`src/rtl/irpd_pkg.sv`:
```
package irpd_pkg;

    localparam int DEF_BTN_W     = 4;
    localparam int DEF_ID_W      = 24;
    localparam int DEF_CK_W      = 8;
    localparam int DEF_IDLE_CHIP = 4;
    localparam int DEF_GAP_CHIP  = 40;

    // chip-slot position inside a bit
    typedef enum logic [2:0] {
        FR_HUNT,
        FR_GUARD_LO,
        FR_GUARD_HI,
        FR_DATA,
        FR_STALL
    } frm_state_e;

    // burst pairing phase
    typedef enum logic [1:0] {
        PV_FIRST,
        PV_GAP,
        PV_SECOND
    } pair_state_e;

endpackage

```
`src/rtl/irpd_framer.sv`:
```
module irpd_framer
    import irpd_pkg::*;
#(
    parameter int PKT_W     = 36,
    parameter int IDLE_CHIP = 4
) (
    input  logic clk,
    input  logic rst_n,
    input  logic chip_stb,
    input  logic chip_val,
    output logic bit_vld,
    output logic bit_val,
    output logic pkt_start,
    output logic pkt_last,
    output logic frame_err,
    output logic idle_abort
);

    localparam int LRW = $clog2(IDLE_CHIP + 2);
    localparam int CW  = $clog2(PKT_W + 1);
    localparam logic [LRW-1:0] LR_MAX   = LRW'(IDLE_CHIP + 1);
    localparam logic [CW-1:0]  LAST_BIT = CW'(PKT_W - 1);

    typedef struct packed {
        frm_state_e     state;
        logic           prev;
        logic [LRW-1:0] lowrun;
        logic [CW-1:0]  bitcnt;
    } fr_t;

    fr_t fr_q, fr_d;

    always_comb begin
        fr_d       = fr_q;
        bit_vld    = 1'b0;
        bit_val    = 1'b0;
        pkt_start  = 1'b0;
        pkt_last   = 1'b0;
        frame_err  = 1'b0;
        idle_abort = 1'b0;
        if (chip_stb) begin
            fr_d.prev = chip_val;
            if (chip_val) begin
                fr_d.lowrun = '0;
            end else if (fr_q.lowrun != LR_MAX) begin
                fr_d.lowrun = fr_q.lowrun + 1'b1;
            end
            case (fr_q.state)
                FR_HUNT: begin
                    if (chip_val && !fr_q.prev) begin
                        pkt_start   = 1'b1;
                        fr_d.state  = FR_DATA;
                        fr_d.bitcnt = '0;
                    end
                end
                FR_DATA: begin
                    bit_vld = 1'b1;
                    bit_val = chip_val;
                    if (fr_q.bitcnt == LAST_BIT) begin
                        pkt_last   = 1'b1;
                        fr_d.state = FR_HUNT;
                    end else begin
                        fr_d.bitcnt = fr_q.bitcnt + 1'b1;
                        fr_d.state  = FR_GUARD_LO;
                    end
                end
                FR_GUARD_LO: begin
                    if (chip_val) begin
                        frame_err  = 1'b1;
                        fr_d.state = FR_HUNT;
                    end else begin
                        fr_d.state = FR_GUARD_HI;
                    end
                end
                FR_GUARD_HI: begin
                    fr_d.state = chip_val ? FR_DATA : FR_STALL;
                end
                FR_STALL: begin
                    if (chip_val) begin
                        frame_err  = 1'b1;
                        fr_d.state = FR_HUNT;
                    end else if (fr_d.lowrun == LR_MAX) begin
                        idle_abort = 1'b1;
                        fr_d.state = FR_HUNT;
                    end
                end
                default: fr_d.state = FR_HUNT;
            endcase
        end
    end

    always_ff @(posedge clk) begin
        if (!rst_n) begin
            fr_q.state  <= FR_HUNT;
            fr_q.prev   <= 1'b1;
            fr_q.lowrun <= '0;
            fr_q.bitcnt <= '0;
        end else begin
            fr_q <= fr_d;
        end
    end

    AST_STALL_NO_DATA: assert property (@(posedge clk) disable iff (!rst_n)
        (fr_q.state == FR_STALL) |-> !bit_vld);
    AST_ONE_FRAME_EVENT: assert property (@(posedge clk) disable iff (!rst_n)
        $onehot0({frame_err, idle_abort, pkt_last, pkt_start}));
    AST_QUIET_WITHOUT_STB: assert property (@(posedge clk) disable iff (!rst_n)
        !chip_stb |=> $stable(fr_q.state));

endmodule

```
`src/rtl/irpd_shift.sv`:
```
module irpd_shift #(
    parameter int PKT_W = 36
) (
    input  logic             clk,
    input  logic             rst_n,
    input  logic             clear,
    input  logic             bit_vld,
    input  logic             bit_val,
    output logic [PKT_W-1:0] word_next
);

    typedef struct packed {
        logic [PKT_W-1:0] word;
    } sh_t;

    sh_t sh_q, sh_d;

    always_comb begin
        sh_d      = sh_q;
        word_next = sh_q.word;
        if (bit_vld) begin
            word_next = {sh_q.word[PKT_W-2:0], bit_val};
        end
        if (clear) begin
            sh_d.word = '0;
        end else begin
            sh_d.word = word_next;
        end
    end

    always_ff @(posedge clk) begin
        if (!rst_n) begin
            sh_q.word <= '0;
        end else begin
            sh_q <= sh_d;
        end
    end

    AST_CLEAR_NOT_DATA: assert property (@(posedge clk) disable iff (!rst_n)
        !(clear && bit_vld));

endmodule

```
`src/rtl/irpd_verify.sv`:
```
module irpd_verify
    import irpd_pkg::*;
#(
    parameter int BTN_W    = 4,
    parameter int ID_W     = 24,
    parameter int CK_W     = 8,
    parameter int GAP_CHIP = 40
) (
    input  logic                          clk,
    input  logic                          rst_n,
    input  logic                          chip_stb,
    input  logic                          pkt_start,
    input  logic                          pkt_last,
    input  logic                          frame_err,
    input  logic                          idle_abort,
    input  logic [BTN_W+ID_W+CK_W-1:0]    word_next,
    output logic [BTN_W-1:0]              btn_code,
    output logic [ID_W-1:0]               xmit_id,
    output logic                          pkt_valid,
    output logic                          pkt_err
);

    localparam int PKT_W  = BTN_W + ID_W + CK_W;
    localparam int NCHUNK = ID_W / CK_W;
    localparam int GW     = $clog2(GAP_CHIP + 1);
    localparam logic [GW-1:0] GAP_END = GW'(GAP_CHIP - 1);

    typedef struct packed {
        pair_state_e       state;
        logic [PKT_W-1:0]  first;
        logic [GW-1:0]     gap;
        logic [BTN_W-1:0]  btn;
        logic [ID_W-1:0]   id;
        logic              valid;
        logic              err;
    } pv_t;

    pv_t pv_q, pv_d;

    function automatic logic sum_ok(input logic [PKT_W-1:0] w);
        logic [CK_W-1:0] s;
        s = CK_W'(w[PKT_W-1 -: BTN_W]);
        for (int i = 0; i < NCHUNK; i++) begin
            s = s + w[CK_W + i*CK_W +: CK_W];
        end
        return s == w[CK_W-1:0];
    endfunction

    always_comb begin
        pv_d       = pv_q;
        pv_d.valid = 1'b0;
        pv_d.err   = 1'b0;
        if (frame_err) begin
            pv_d.err   = 1'b1;
            pv_d.state = PV_FIRST;
        end else if (idle_abort) begin
            pv_d.state = PV_FIRST;
        end else if (pkt_last) begin
            if (pv_q.state == PV_SECOND) begin
                if (sum_ok(pv_q.first) && (word_next == ~pv_q.first)) begin
                    pv_d.valid = 1'b1;
                    pv_d.btn   = pv_q.first[PKT_W-1 -: BTN_W];
                    pv_d.id    = pv_q.first[CK_W +: ID_W];
                end else begin
                    pv_d.err   = 1'b1;
                end
                pv_d.state = PV_FIRST;
            end else begin
                pv_d.first = word_next;
                pv_d.gap   = '0;
                pv_d.state = PV_GAP;
            end
        end else if ((pv_q.state == PV_GAP) && chip_stb) begin
            if (pkt_start) begin
                pv_d.state = PV_SECOND;
            end else if (pv_q.gap == GAP_END) begin
                pv_d.gap   = '0;
                pv_d.state = PV_FIRST;
            end else begin
                pv_d.gap   = pv_q.gap + 1'b1;
            end
        end
    end

    always_ff @(posedge clk) begin
        if (!rst_n) begin
            pv_q.state <= PV_FIRST;
            pv_q.first <= '0;
            pv_q.gap   <= '0;
            pv_q.btn   <= '0;
            pv_q.id    <= '0;
            pv_q.valid <= 1'b0;
            pv_q.err   <= 1'b0;
        end else begin
            pv_q <= pv_d;
        end
    end

    assign btn_code  = pv_q.btn;
    assign xmit_id   = pv_q.id;
    assign pkt_valid = pv_q.valid;
    assign pkt_err   = pv_q.err;

    AST_STROBE_EXCL: assert property (@(posedge clk) disable iff (!rst_n)
        !(pkt_valid && pkt_err));
    AST_VALID_PULSE: assert property (@(posedge clk) disable iff (!rst_n)
        pkt_valid |=> !pkt_valid);
    AST_ERR_PULSE: assert property (@(posedge clk) disable iff (!rst_n)
        pkt_err |=> !pkt_err);
    AST_ID_HOLD: assert property (@(posedge clk) disable iff (!rst_n)
        !pkt_valid |-> ($stable(xmit_id) && $stable(btn_code)));
    AST_GAP_BOUND: assert property (@(posedge clk) disable iff (!rst_n)
        pv_q.gap < GW'(GAP_CHIP));

endmodule

```
`src/rtl/ir_burst_decoder.sv`:
```
module ir_burst_decoder
    import irpd_pkg::*;
#(
    parameter int BTN_W     = DEF_BTN_W,
    parameter int ID_W      = DEF_ID_W,
    parameter int CK_W      = DEF_CK_W,
    parameter int IDLE_CHIP = DEF_IDLE_CHIP,
    parameter int GAP_CHIP  = DEF_GAP_CHIP
) (
    input  logic              clk,
    input  logic              rst_n,
    input  logic              chip_stb,
    input  logic              ir_level,
    output logic [BTN_W-1:0]  btn_code,
    output logic [ID_W-1:0]   xmit_id,
    output logic              pkt_valid,
    output logic              pkt_err
);

    localparam int PKT_W = BTN_W + ID_W + CK_W;

    logic             bit_vld;
    logic             bit_val;
    logic             pkt_start;
    logic             pkt_last;
    logic             frame_err;
    logic             idle_abort;
    logic [PKT_W-1:0] word_next;

    irpd_framer #(
        .PKT_W     (PKT_W),
        .IDLE_CHIP (IDLE_CHIP)
    ) u_framer (
        .clk        (clk),
        .rst_n      (rst_n),
        .chip_stb   (chip_stb),
        .chip_val   (ir_level),
        .bit_vld    (bit_vld),
        .bit_val    (bit_val),
        .pkt_start  (pkt_start),
        .pkt_last   (pkt_last),
        .frame_err  (frame_err),
        .idle_abort (idle_abort)
    );

    irpd_shift #(
        .PKT_W (PKT_W)
    ) u_shift (
        .clk       (clk),
        .rst_n     (rst_n),
        .clear     (pkt_start),
        .bit_vld   (bit_vld),
        .bit_val   (bit_val),
        .word_next (word_next)
    );

    irpd_verify #(
        .BTN_W    (BTN_W),
        .ID_W     (ID_W),
        .CK_W     (CK_W),
        .GAP_CHIP (GAP_CHIP)
    ) u_verify (
        .clk        (clk),
        .rst_n      (rst_n),
        .chip_stb   (chip_stb),
        .pkt_start  (pkt_start),
        .pkt_last   (pkt_last),
        .frame_err  (frame_err),
        .idle_abort (idle_abort),
        .word_next  (word_next),
        .btn_code   (btn_code),
        .xmit_id    (xmit_id),
        .pkt_valid  (pkt_valid),
        .pkt_err    (pkt_err)
    );

    AST_ERR_NEEDS_CHIP: assert property (@(posedge clk) disable iff (!rst_n)
        pkt_err |-> $past(chip_stb));

endmodule

```
`config.mk`:
```
export PLATFORM = sky130hd
export DESIGN_NAME = ir_burst_decoder
export DESIGN_NICKNAME = d
export VERILOG_FILES = /design/src/rtl/irpd_pkg.sv /design/src/rtl/irpd_framer.sv /design/src/rtl/irpd_shift.sv /design/src/rtl/irpd_verify.sv /design/src/rtl/ir_burst_decoder.sv
export SDC_FILE = /design/constraint.sdc
export NUM_CORES = 1
export LEC_CHECK = 0
export CORE_MARGIN = 1
export CORE_UTILIZATION = 30
export DETAILED_ROUTE_END_ITERATION = 8
export PLACE_DENSITY_LB_ADDON = 0.25
export SLEW_MARGIN = 20
export SYNTH_ARGS = -nofsm -noshare
export SYNTH_HDL_FRONTEND = slang
export SYNTH_HIERARCHICAL = 1
export SYNTH_SLANG_ARGS = --single-unit
```
`constraint.sdc`:
```
create_clock -name clk -period 4 [get_ports clk]
set_input_delay 1 -clock clk [delete_from_list [all_inputs] [get_ports clk]]
set_output_delay 1 -clock clk [all_outputs]
set_load 0.02 [all_outputs]
```
Yosys cells after proc, flatten, opt, wreduce, memory -nomap -nowiden
Index checks and enable logic that the tools add are counted.

Bits in registers: 123. Bits of input ports: 4. Output and inout port bits: 30. Logic and storage cells: 106.

$add $sub $neg: 6. Eq/ne operators: 17. Mux-type cells: 47. Bitwise logic cells: 6. Reductions and logical operators: 18.

Operators with widths (number): $mux 6 (7); $eq 36x36->1 (1); $mux 36 (1); $not 36->36 (1); $mux 1 (25); $mux 3 (7); $add 8x8->8 (2); $pmux 3 s5 (1); $add 6x1->6 const B (2); $eq 6x6->1 const B (2); $pmux 6 s2 (1); $mux 2 (5); $reduce_and 5->1 (2); $add 4x8->8 (1); $eq 8x8->1 (1); $reduce_and 4->1 (2); $eq 3x2->1 const B (2); $eq 3x3->1 const B (2); $not 1->1 (5); $reduce_or 5->1 (1); $ne 2x1->1 const B (2); $ne 2x2->1 const B (2); $reduce_bool 2->1 (2); $reduce_or 2->1 (2); other kinds (13) (15).

Longest topological paths before layout
Gate-level depths: netlist of run 1.

Depth in word-level cells: 11. Mapped depth: 14. Depth with buffers taken out: 12.

Modules after synthesis
Netlist of run 1, hierarchy kept.

Modules (own cells, without submodules): irpd_verify (instances 1, cells each 496, area an instance 4175.3 µm², seq. area each 1481.4 µm²); irpd_shift (instances 1, cells each 116, area an instance 1526.5 µm², seq. area each 720.7 µm²); irpd_framer (instances 1, cells each 97, area an instance 788.3 µm², seq. area each 260.2 µm²).

Least setup slack after synthesis of run 1
No wires, ideal clock.

Path kind: register to register. Start point: reg u_verify/pv_q[45] in the netlist's numbering. End point: reg u_verify.pv_q, in the netlist u_verify/xmit_id[0]. Setup time: 72 ps. Arrival: 3550 ps. Data required time: 3928 ps. Setup slack: 378 ps. Stages on the path, launching flop included: 15. Buffers on the path: 2. Clock period less this slack: 3622 ps. Path through: dfxtp_1 fa_1 inv_1 fa_1 inv_1 ha_1 fa_1 a21o_1 a21oi_1 o21ai_0 xnor2_1 nor4_2 buf_6 buf_12 mux2i_1.

Cells in the longest elaborated chain, start to end: 6. Elaborated cells between the ends (all ways): 8. Classes of those cells: 3 x add/sub; 2 x eq/ne; 1 x bitwise; 2 x reduce/logical.

Ends and longest elaborated chain: from (decl) (RTL line irpd_verify.sv:38) `pv_t pv_q, pv_d;`; from (signal assigned) (RTL line irpd_verify.sv:95) `pv_q <= pv_d;`; $add 4x8->8 (RTL line irpd_verify.sv:44) `s = s + w[CK_W + i*CK_W +: CK_W];`; $add 8x8->8 (2 in a row) (RTL line irpd_verify.sv:44); $eq 8x8->1 (RTL line irpd_verify.sv:46) `return s == w[CK_W-1:0];`; $logic_and 1x1->1 (*) (RTL line irpd_verify.sv:60) `if (sum_ok(pv_q.first) && (word_next == ~pv_q.first)) begin`; $reduce_and 5->1 (no source line) (*).

Every way passes the cells marked *; elsewhere a longest branch is shown, timed or not. A chain may end at the register's enable or synchronous reset.

Worst setup path in the final report of run 1
Start point: reg u_verify/pv_q[45] in the netlist's numbering. End point: reg u_verify.pv_q, in the netlist u_verify/xmit_id[15].

Same word-level chain as after synthesis.

==> results of run 1 <==
==> worst register-to-register path: cells and delay by family (launching register included) <==
family,cells,cell delay [ps]
buffers and inverters,3,340
AO/OA/AOI/OAI,2,320
flip-flops,1,330
AND/OR/NAND/NOR,3,680
multiplexers,1,230
adder cells (fa/ha/maj),4,1840
==> worst min path at each step <==
stage                                                   end  cells past startpoint                               from
final                     u_verify/xmit_id[23]$_SDFFE_PN0P_                      2  u_verify/xmit_id[23]$_SDFFE_PN0P_
after global routing      u_verify/xmit_id[13]$_SDFFE_PN0P_                      2  u_verify/xmit_id[13]$_SDFFE_PN0P_
after CTS                 u_verify/xmit_id[20]$_SDFFE_PN0P_                      2  u_verify/xmit_id[20]$_SDFFE_PN0P_
after detailed placement  u_verify/xmit_id[17]$_SDFFE_PN0P_                      2  u_verify/xmit_id[17]$_SDFFE_PN0P_
after global placement    u_verify/xmit_id[17]$_SDFFE_PN0P_                      2  u_verify/xmit_id[17]$_SDFFE_PN0P_
after floorplan           u_verify/btn_code[0]$_SDFFE_PN0P_                      2  u_verify/btn_code[0]$_SDFFE_PN0P_
==> power groups by stage <==
| stage | Combinational, W | Clock [W] | Sequential [W] |
|---|---|---|---|
| after floorplan | 0.0000380 | 0 | 0.00126 |
| after global placement | 0.0000576 | 0 | 0.00126 |
| after detailed placement | 0.0000572 | 0 | 0.00126 |
| after CTS | 0.0000575 | 0.00161 | 0.00123 |
| after global routing | 0.0000637 | 0.00166 | 0.00123 |
| final | 0.0000564 | 0.00157 | 0.00123 |
==> kinds of logic (layout without fill, tap and decap cells) <==
| logic type | count (synthesis) | count (layout) | share of synthesized area [%] |
|---|---|---|---|
| adder cells (fa/ha/maj) | 25 | 25 | 6.092 |
| multiplexers | 67 | 67 | 12.78 |
| flip-flops | 123 | 123 | 37.94 |
| AND/OR/NAND/NOR | 276 | 276 | 20.92 |
| XOR/XNOR | 59 | 59 | 8.194 |
| AO/OA/AOI/OAI | 77 | 77 | 6.632 |
| buffers and inverters | 82 | 132 | 7.442 |
==> what timing repair did <==
action	4_1_cts	5_1_grt
hold endpoints to repair	0	0
endpoints found under the setup margin	0	28
hold buffers	0	0
resized for setup	0	5
setup buffers	0	0
==> cell type report <==
cell class                 instances  area (µm²)  share of cell area, %
clock buffer                      25       485.5                  6.255
clock inverter                     7       112.6                  1.451
inverter                          23       86.33                  1.112
multi-input combinational        504        3576                  46.07
sequential                       123        2464                  31.74
tap                              275       344.1                  4.433
timing repair buffer              77       693.2                  8.931
==> state kept, by name (all words and copies together), names as in the netlist <==
signal	count
u_shift/sh_q	36
u_verify/pv_q	44
u_framer/fr_q	13
u_verify/pkt_err	1
u_verify/xmit_id	24
u_verify/btn_code	4
u_verify/pkt_valid	1
==> cell usage in the layout, fill, tap and decap left out, drive strengths merged, types with 6 or more instances in the layout <==
cell,n
nand2,147
dfxtp,123
a21oi,47
buf,45
xor2,42
nor2b,41
mux2,37
clkdlybuf4s50,32
mux2i,30
clkbuf,25
inv,23
nor2,19
nand4,18
xnor2,17
ha,14
o21ai,12
fa,11
nand2b,8
and2,6
==> metrics by stage <==
step	area [µm²]	cells
floorplan	6490	709
global placement	7147	1002
detailed placement	7147	1002
CTS	7745	1034
global route	7761	1034
finish	7761	1034
==> layer usage <==
metal,up-vias,global-route usage (%),share of wire (%)
li1,2404,-,-
met1,2200,18.67,50
met2,65,22.26,46
met3,15,3.303,2.7
met4,0,5.051,1.2
met5,-,0,0
==> flow_summary.ini, run 1 <==
[critical_path]
endpoint = u_verify/xmit_id[15]$_SDFFE_PN0P_
critPathMaxStageDelay_ps = 550
timing.rr.end = u_verify/xmit_id[15]$_SDFFE_PN0P_
r2r_slack_ps = 180
start_kind = register
cp.arrival_ps = 4160
cp.buffers_inverters = 3
critPathKind = reg2reg
crit_cells = 13
required_ps = 4340
r2r_cells = 13
cp_cell_sequence = fa_1, inv_2, fa_1, inv_1, ha_1, fa_1, and3b_1, o211ai_1, nor4_2, o211ai_1, nor4_4, buf_12, mux2i_1
slowest_stage = fa_1
cp_top_family = adder cells
crit_fanout = 22
end_kind = register
path_common_cell = fa_1
r2r-start = u_verify/pv_q[45]$_SDFFE_PN0P_
crit_start = u_verify/pv_q[45]$_SDFFE_PN0P_

[pwr]
pwr-share-clk_pct = 54.9
switching_power_w = 0.0005839
total_power_w = 0.002854
max-vdd-ir-drop_v = 0.0002437
powerDensity_mw_per_mm2 = 367.7
p_leak_nw = 3.046
internal_power_w = 0.002270
swShare_pct = 20.46
seqPwrFrac_pct = 43.2
combPwrFrac_pct = 2.0

[die]
start_util_pct = 30.78
dieArea_mm2 = 0.02222
core_area_mm2 = 0.02109
num_rows = 53
io_pins = 34
die_w_um = 149.1
die_y_um = 149.1

[placed_design]
hpwl_mm = 10.60
portBuffers = 33
place_congestion = 0.8756
dp_slack_ps = -193.5

[synthesis]
synth.cell_area_mm2 = 0.006490
ys_seq_area_share_pct = 37.94
yosys_warnings = 6
synth_cell_types = 51
synthArstFlopShare_pct = 0
synthFlopType = dfxtp_1
synth_area_per_cell_um2 = 9.154
synth_top_area_share_pct = 37.94
synth_top_area_cell = dfxtp_1
netlist_top_cells_area = dfxtp_1, nand2_1, mux2_4
ys_ff_latch = 123
syn_inst = 709
synth_most_common_cell = nand2_1
synth_edf_count = 0
syn_nets = 738
synth_common_cells = nand2_1, dfxtp_1, a21oi_1

[clock_tree]
htreeDepth = 4
cts_tree = yes
clock_path_buffers = 2
numCtsBuffers = 17
cts.sinks = 123
clk_latency_ps = 420
cts_root_buffer = clkbuf_16
clk_pin_slew_worst_paths_ps = 50

[routing]
drtIter0Drc = 249
dr.pass1.iters = 4
drc = 0
vias_per_cell = 4.530
drt.antenna.violating_nets = 0
num_vias = 4684
wl_per_cell_um = 14.14
wirelength_mm = 14.62

[final_layout]
nFillCells = 2151
diodes = 0
nets = 775
utilization_pct = 36.80
drive_gt1_share_pct = 16.34
area_delta_synth_final_pct = 19.59

[timing]
rsz0062_at_grt = false
drv_slew = 0
hold_violations = 0
fin_setup_tns_ps = 0
max_slew_margin_pct = 51.50
fin_crit_sh_pct = 95.42
tightest_slew_ps = 727.5
hold_slack_ps = 451.3
skew_ps = 11.32
setup_ws_ps = 183.0
max_freq_ghz = 0.2620
setup_viol = 0
fin_crit_ps = 3817

[worst_hold_path]
hold_class = reg2reg

[global_route]
grt_pass1_vias = 4508
overflow = 0
grtUsageTotal_pct = 14.10
grt_max_degree = 72
antenna_found_initial = 0
grt_pass1_wl_mm = 23.98

[status]
outcome = finished, final reports clean

[job]
cap_violations = 0
Power figures use the tool's default switching activity.
==> run 2, diff against run 1 <==
- CORE_MARGIN: 1 -> 2
==> run 2 against run 1 <==
Effect of this change:
- critical path depth rose by 1
- combinational power increased by 1%
- worst hold slack better by 3.9 ps
- via count is 1.6% higher
- worst setup slack gained 28 ps
- final area increased by 1.9%
- non-clock buffer count up 13
- critical path type unchanged
- critical endpoint is now u_verify/xmit_id[7]$_SDFFE_PN0P_
==> flow_summary.ini, run 2 (synthesis results as in run 1) <==
[worst_hold_path]
hold_class = reg2reg

[placed_design]
portBuffers = 33
dp_slack_ps = -162.7
hpwl_mm = 10.58
place_congestion = 0.8410

[timing]
hold_violations = 0
setup_viol = 0
hold_slack_ps = 455.2
skew_ps = 8.266
drv_slew = 0
fin_crit_ps = 3789
rsz0062_at_grt = false
fin_crit_sh_pct = 94.73
tightest_slew_ps = 711.5
setup_ws_ps = 210.7
max_slew_margin_pct = 52.57
max_freq_ghz = 0.2639

[global_route]
grt_max_degree = 72
overflow = 0
antenna_found_initial = 0
grt_pass1_wl_mm = 24.83
grt_pass1_vias = 4649
grtUsageTotal_pct = 14.23

[routing]
drtIter0Drc = 222
vias_per_cell = 4.550
num_vias = 4759
dr.pass1.iters = 4
drt.antenna.violating_nets = 0
wl_per_cell_um = 14.79
drc = 0
wirelength_mm = 15.47

[critical_path]
required_ps = 4340
timing.rr.end = u_verify/xmit_id[7]$_SDFFE_PN0P_
critPathKind = reg2reg
r2r_cells = 14
end_kind = register
endpoint = u_verify/xmit_id[7]$_SDFFE_PN0P_
crit_fanout = 10
cp.arrival_ps = 4130
r2r-start = u_verify/pv_q[61]$_SDFFE_PN0P_
crit_start = u_verify/pv_q[61]$_SDFFE_PN0P_
r2r_slack_ps = 210
start_kind = register

[die]
num_rows = 53
io_pins = 34
start_util_pct = 30.68
die_w_um = 151.1
dieArea_mm2 = 0.02283
core_area_mm2 = 0.02115
die_y_um = 151.1

[clock_tree]
clk_latency_ps = 420
numCtsBuffers = 17
cts_tree = yes
clk_pin_slew_worst_paths_ps = 60
cts.sinks = 123
htreeDepth = 4
clock_path_buffers = 2
cts_root_buffer = clkbuf_16

[pwr]
powerDensity_mw_per_mm2 = 358.0
max-vdd-ir-drop_v = 0.0002233
p_leak_nw = 3.118

[final_layout]
multi_input_area_mm2 = 0.003601
diodes = 0
final_common_cell = nand2_1
drive_gt1_share_pct = 18.55
seq_area_mm2 = 0.002467
nets = 788
area_delta_synth_final_pct = 21.86
largest_reg_flops = 44
largest-register = u_verify/pv_q
final_cell_mix = nand2_1, dfxtp_1, buf_4
nFillCells = 2129

[status]
outcome = finished, final reports clean

[job]
cap_violations = 0
-- run 2: worst max-delay path, cell delays in order, from the launching register on --
cell       delay, ps
dfxtp_2          330
fa_1             550
inv_2             40
fa_1             490
inv_2             50
ha_4             160
fa_2             580
and3b_1          190
o211ai_1         100
nor4_1           270
o211ai_1         210
nor4_4           210
buf_4            190
clkbuf_16        170
mux2i_1          170
-- run 2: power by group --
group | internal [W] | switching [W] | total (W)
Clock | 0.00100 | 0.000539 | 0.00154
Combinational | 0.0000155 | 0.0000416 | 0.0000571
Sequential | 0.00123 | 0.00000370 | 0.00123
-- run 2: metrics by stage --
step	cells	area, µm²	TNS [ps]	total power (W)	utilization (%)
final	1046	7909	0	0.002831	37.39
after CTS	1042	7787	0	0.002875	36.81
after floorplan	709	6490	0	0.001295	-
after global routing	1046	7909	0	0.002938	37.39
after detailed placement	1011	7202	-3969	0.001317	34.05
after global placement	1011	7202	-3763	0.001317	34.05
-- run 2: how the worst min path moves through the flow --
stage,slack [ps],from,endpoint,cells after the start
2_1_floorplan,440,u_verify/btn_code[0]$_SDFFE_PN0P_,u_verify/btn_code[0]$_SDFFE_PN0P_,2
3_3_place_gp,440,u_verify/xmit_id[15]$_SDFFE_PN0P_,u_verify/xmit_id[15]$_SDFFE_PN0P_,2
3_5_place_dp,450,u_verify/xmit_id[21]$_SDFFE_PN0P_,u_verify/xmit_id[21]$_SDFFE_PN0P_,2
4_1_cts,460,u_verify/xmit_id[12]$_SDFFE_PN0P_,u_verify/xmit_id[12]$_SDFFE_PN0P_,2
5_1_grt,470,u_verify/xmit_id[10]$_SDFFE_PN0P_,u_verify/xmit_id[10]$_SDFFE_PN0P_,2
6_report,460,u_verify/xmit_id[9]$_SDFFE_PN0P_,u_verify/xmit_id[9]$_SDFFE_PN0P_,2
-- run 2: repair_timing --
action                                 CTS  global route
gates resized for setup                  0            16
hold buffers                             0             0
setup endpoints to repair                0            28
buffers inserted                         0             2
endpoints found under the hold margin    0             0
-- run 2: cell type report --
cell class / count / share of cell area, %
Clock buffer: 23 / 5.917
Clock inverter: 8 / 1.487
Inverter: 23 / 1.092
Multi-Input combinational cell: 504 / 45.53
Sequential cell: 123 / 31.20
Tap cell: 275 / 4.351
Timing Repair Buffer: 90 / 10.43
-- run 2: metal layers --
metal	GRT usage, %	vias up	part of all wire, %
li1	-	2433	-
met1	19.06	2245	49
met2	22.50	57	46
met3	2.952	24	2.5
met4	5.514	0	2.0
met5	0	-	0
==> run 3, diff against run 2 <==
- CORE_MARGIN: 2 -> not set
- CORE_UTILIZATION: 30 -> 60
- RECOVER_POWER: not set -> 100
==> run 3 against run 2 <==
Effect of this change:
- clock-buffer cell count rose by 2
- non-clock buffer count decreased by 29
- clock power is 3% lower
- wire length shrank 2.9%
- critical path type unchanged
- largest cell class unchanged
- largest power group unchanged
==> flow_summary.ini, run 3 (synthesis results as in run 1) <==
[routing]
wl_per_cell_um = 17.11
top_layer = met4
dr.pass1.iters = 5
wl_met1_mm = 6.263
dr_wl_met2_mm = 7.603
dr_wl_met3_um = 806
num_vias = 5001
drc = 0
vias_per_cell = 5.696
wirelength_mm = 15.02
drt.antenna.violating_nets = 0
drtIter0Drc = 366

[die]
core_area_mm2 = 0.01042
num_rows = 37
die_y_um = 106
dieArea_mm2 = 0.01124
start_util_pct = 62.31
io_pins = 34
die_w_um = 106

[timing]
hold_violations = 0
max_slew_margin_pct = 46.30
skew_ps = 6.394
setup_viol = 0
drv_slew = 0
max_freq_ghz = 0.2612
fin_crit_sh_pct = 95.71
fin_crit_ps = 3828
tightest_slew_ps = 805.5
setup_ws_ps = 171.7
hold_slack_ps = 454.7
rsz0062_at_grt = false

[critical_path]
slowest_stage = fa_2
critPathMaxStageDelay_ps = 560
r2r-start = u_verify/pv_q[45]$_SDFFE_PN0P_
cp_top_family = adder cells
start_kind = register
crit_cells = 14
critPathKind = reg2reg
cp_cell_sequence = fa_1, inv_1, fa_1, inv_1, ha_1, fa_2, and3b_1, o211ai_1, nor4_1, o211ai_1, nor4_4, buf_6, clkbuf_16, mux2i_1
cp.buffers_inverters = 4
r2r_slack_ps = 170
required_ps = 4460
crit_fanout = 7
end_kind = register
r2r_cells = 14
cp.arrival_ps = 4280
timing.rr.end = u_verify/xmit_id[7]$_SDFFE_PN0P_

[global_route]
grtUsageTotal_pct = 27.46
antenna_found_initial = 0
grt_pass1_vias = 4904
grt_pass1_wl_mm = 23.98
grt_max_degree = 72
overflow = 0

[final_layout]
nFillCells = 786
area_delta_synth_final_pct = 14.79
diodes = 0
multi_input_area_mm2 = 0.003570
final_common_cell = nand2_1
fin_area_mm2 = 0.007450
drive_gt1_share_pct = 14.02
seq_area_mm2 = 0.002462
largest-register = u_verify/pv_q
largest_reg_flops = 44
final_cell_mix = nand2_1, dfxtp_1, a21oi_1
nets = 759

[placed_design]
dp_slack_ps = -203.1
postPlaceCellArea_mm2 = 0.006830
place_congestion = 0.9050
portBuffers = 33
hpwl_mm = 9.939

[worst_hold_path]
hold_end = u_verify/xmit_id[3]$_SDFFE_PN0P_
hold_path_startpoint = u_verify/xmit_id[3]$_SDFFE_PN0P_
hold_class = reg2reg
hold_path_depth = 2

[clock_tree]
clk_pin_slew_worst_paths_ps = 60
clock_path_buffers = 2
htreeDepth = 4
clk_latency_ps = 530
holdBufCountCts = 0
cts_tree = yes
cts.sinks = 123
numCtsBuffers = 17
cts_root_buffer = clkbuf_8

[job]
cap_violations = 0

[pwr]
max-vdd-ir-drop_v = 0.0003120
powerDensity_mw_per_mm2 = 374.1
p_leak_nw = 3.043

[status]
outcome = finished, final reports clean
==> run 3: timing repair <==
item                       in CTS  in global routing
gates resized for setup         0                  8
setup buffers                   0                  1
setup endpoints to repair       0                 29
==> run 3: worst max-delay path by stage <==
stage | startpoint | to | slack, ps
floorplan | u_verify/pv_q[45]$_SDFFE_PN0P_ | u_verify/xmit_id[0]$_SDFFE_PN0P_ | 380
global placement | chip_stb | u_verify/xmit_id[13]$_SDFFE_PN0P_ | -110
detailed placement | chip_stb | u_verify/xmit_id[8]$_SDFFE_PN0P_ | -200
CTS | u_verify/pv_q[45]$_SDFFE_PN0P_ | u_verify/xmit_id[7]$_SDFFE_PN0P_ | 90
global route | u_verify/pv_q[45]$_SDFFE_PN0P_ | u_verify/xmit_id[7]$_SDFFE_PN0P_ | 30
finish | u_verify/pv_q[45]$_SDFFE_PN0P_ | u_verify/xmit_id[7]$_SDFFE_PN0P_ | 170
==> run 3: worst reg2reg max path, delay by kind of cell (launching register included) <==
family	cells	cell delay [ps]
AOI/OAI and AO/OA	2	310
adders and majority gates	4	1870
buffers and inverters	4	460
DFF	1	340
muxes	1	210
and+or+nand+nor	3	560
==> run 3: final cells by class <==
cell class              instances  share of cell area, %
multi-input cells             504                  47.92
clock inverters                 6                  1.142
clock buffers                  25                  6.634
repair buffers                 61                  7.810
inverters                      23                  1.159
flip-flops and latches        123                  33.05
well taps                     136                  2.284
==> run 3: per-layer routing <==
layer,vias up,GRT usage (%)
met5,-,0
met4,0,11.81
met3,34,5.334
met2,178,47.62
met1,2409,33.07
li1,2380,-
==> run 3: per-stage QoR <==
step	util (%)	cells	power (W)	TNS (ps)
finish	71.52	878	0.002787	0
global route	71.52	878	0.002851	0
CTS	71.14	875	0.002804	0
detailed placement	65.57	844	0.001313	-4957
global placement	65.57	844	0.001311	-3137
floorplan	-	709	0.001295	0
==> run 3: power breakdown <==
part	internal, W	total (W)	switching (W)	leakage, nW
Clock	0.000964	0.00150	0.000538	0.280
Sequential	0.00123	0.00123	0.00000359	0.991
Combinational	0.0000134	0.0000536	0.0000401	1.77
Total	0.00221	0.00279	0.000581	3.04
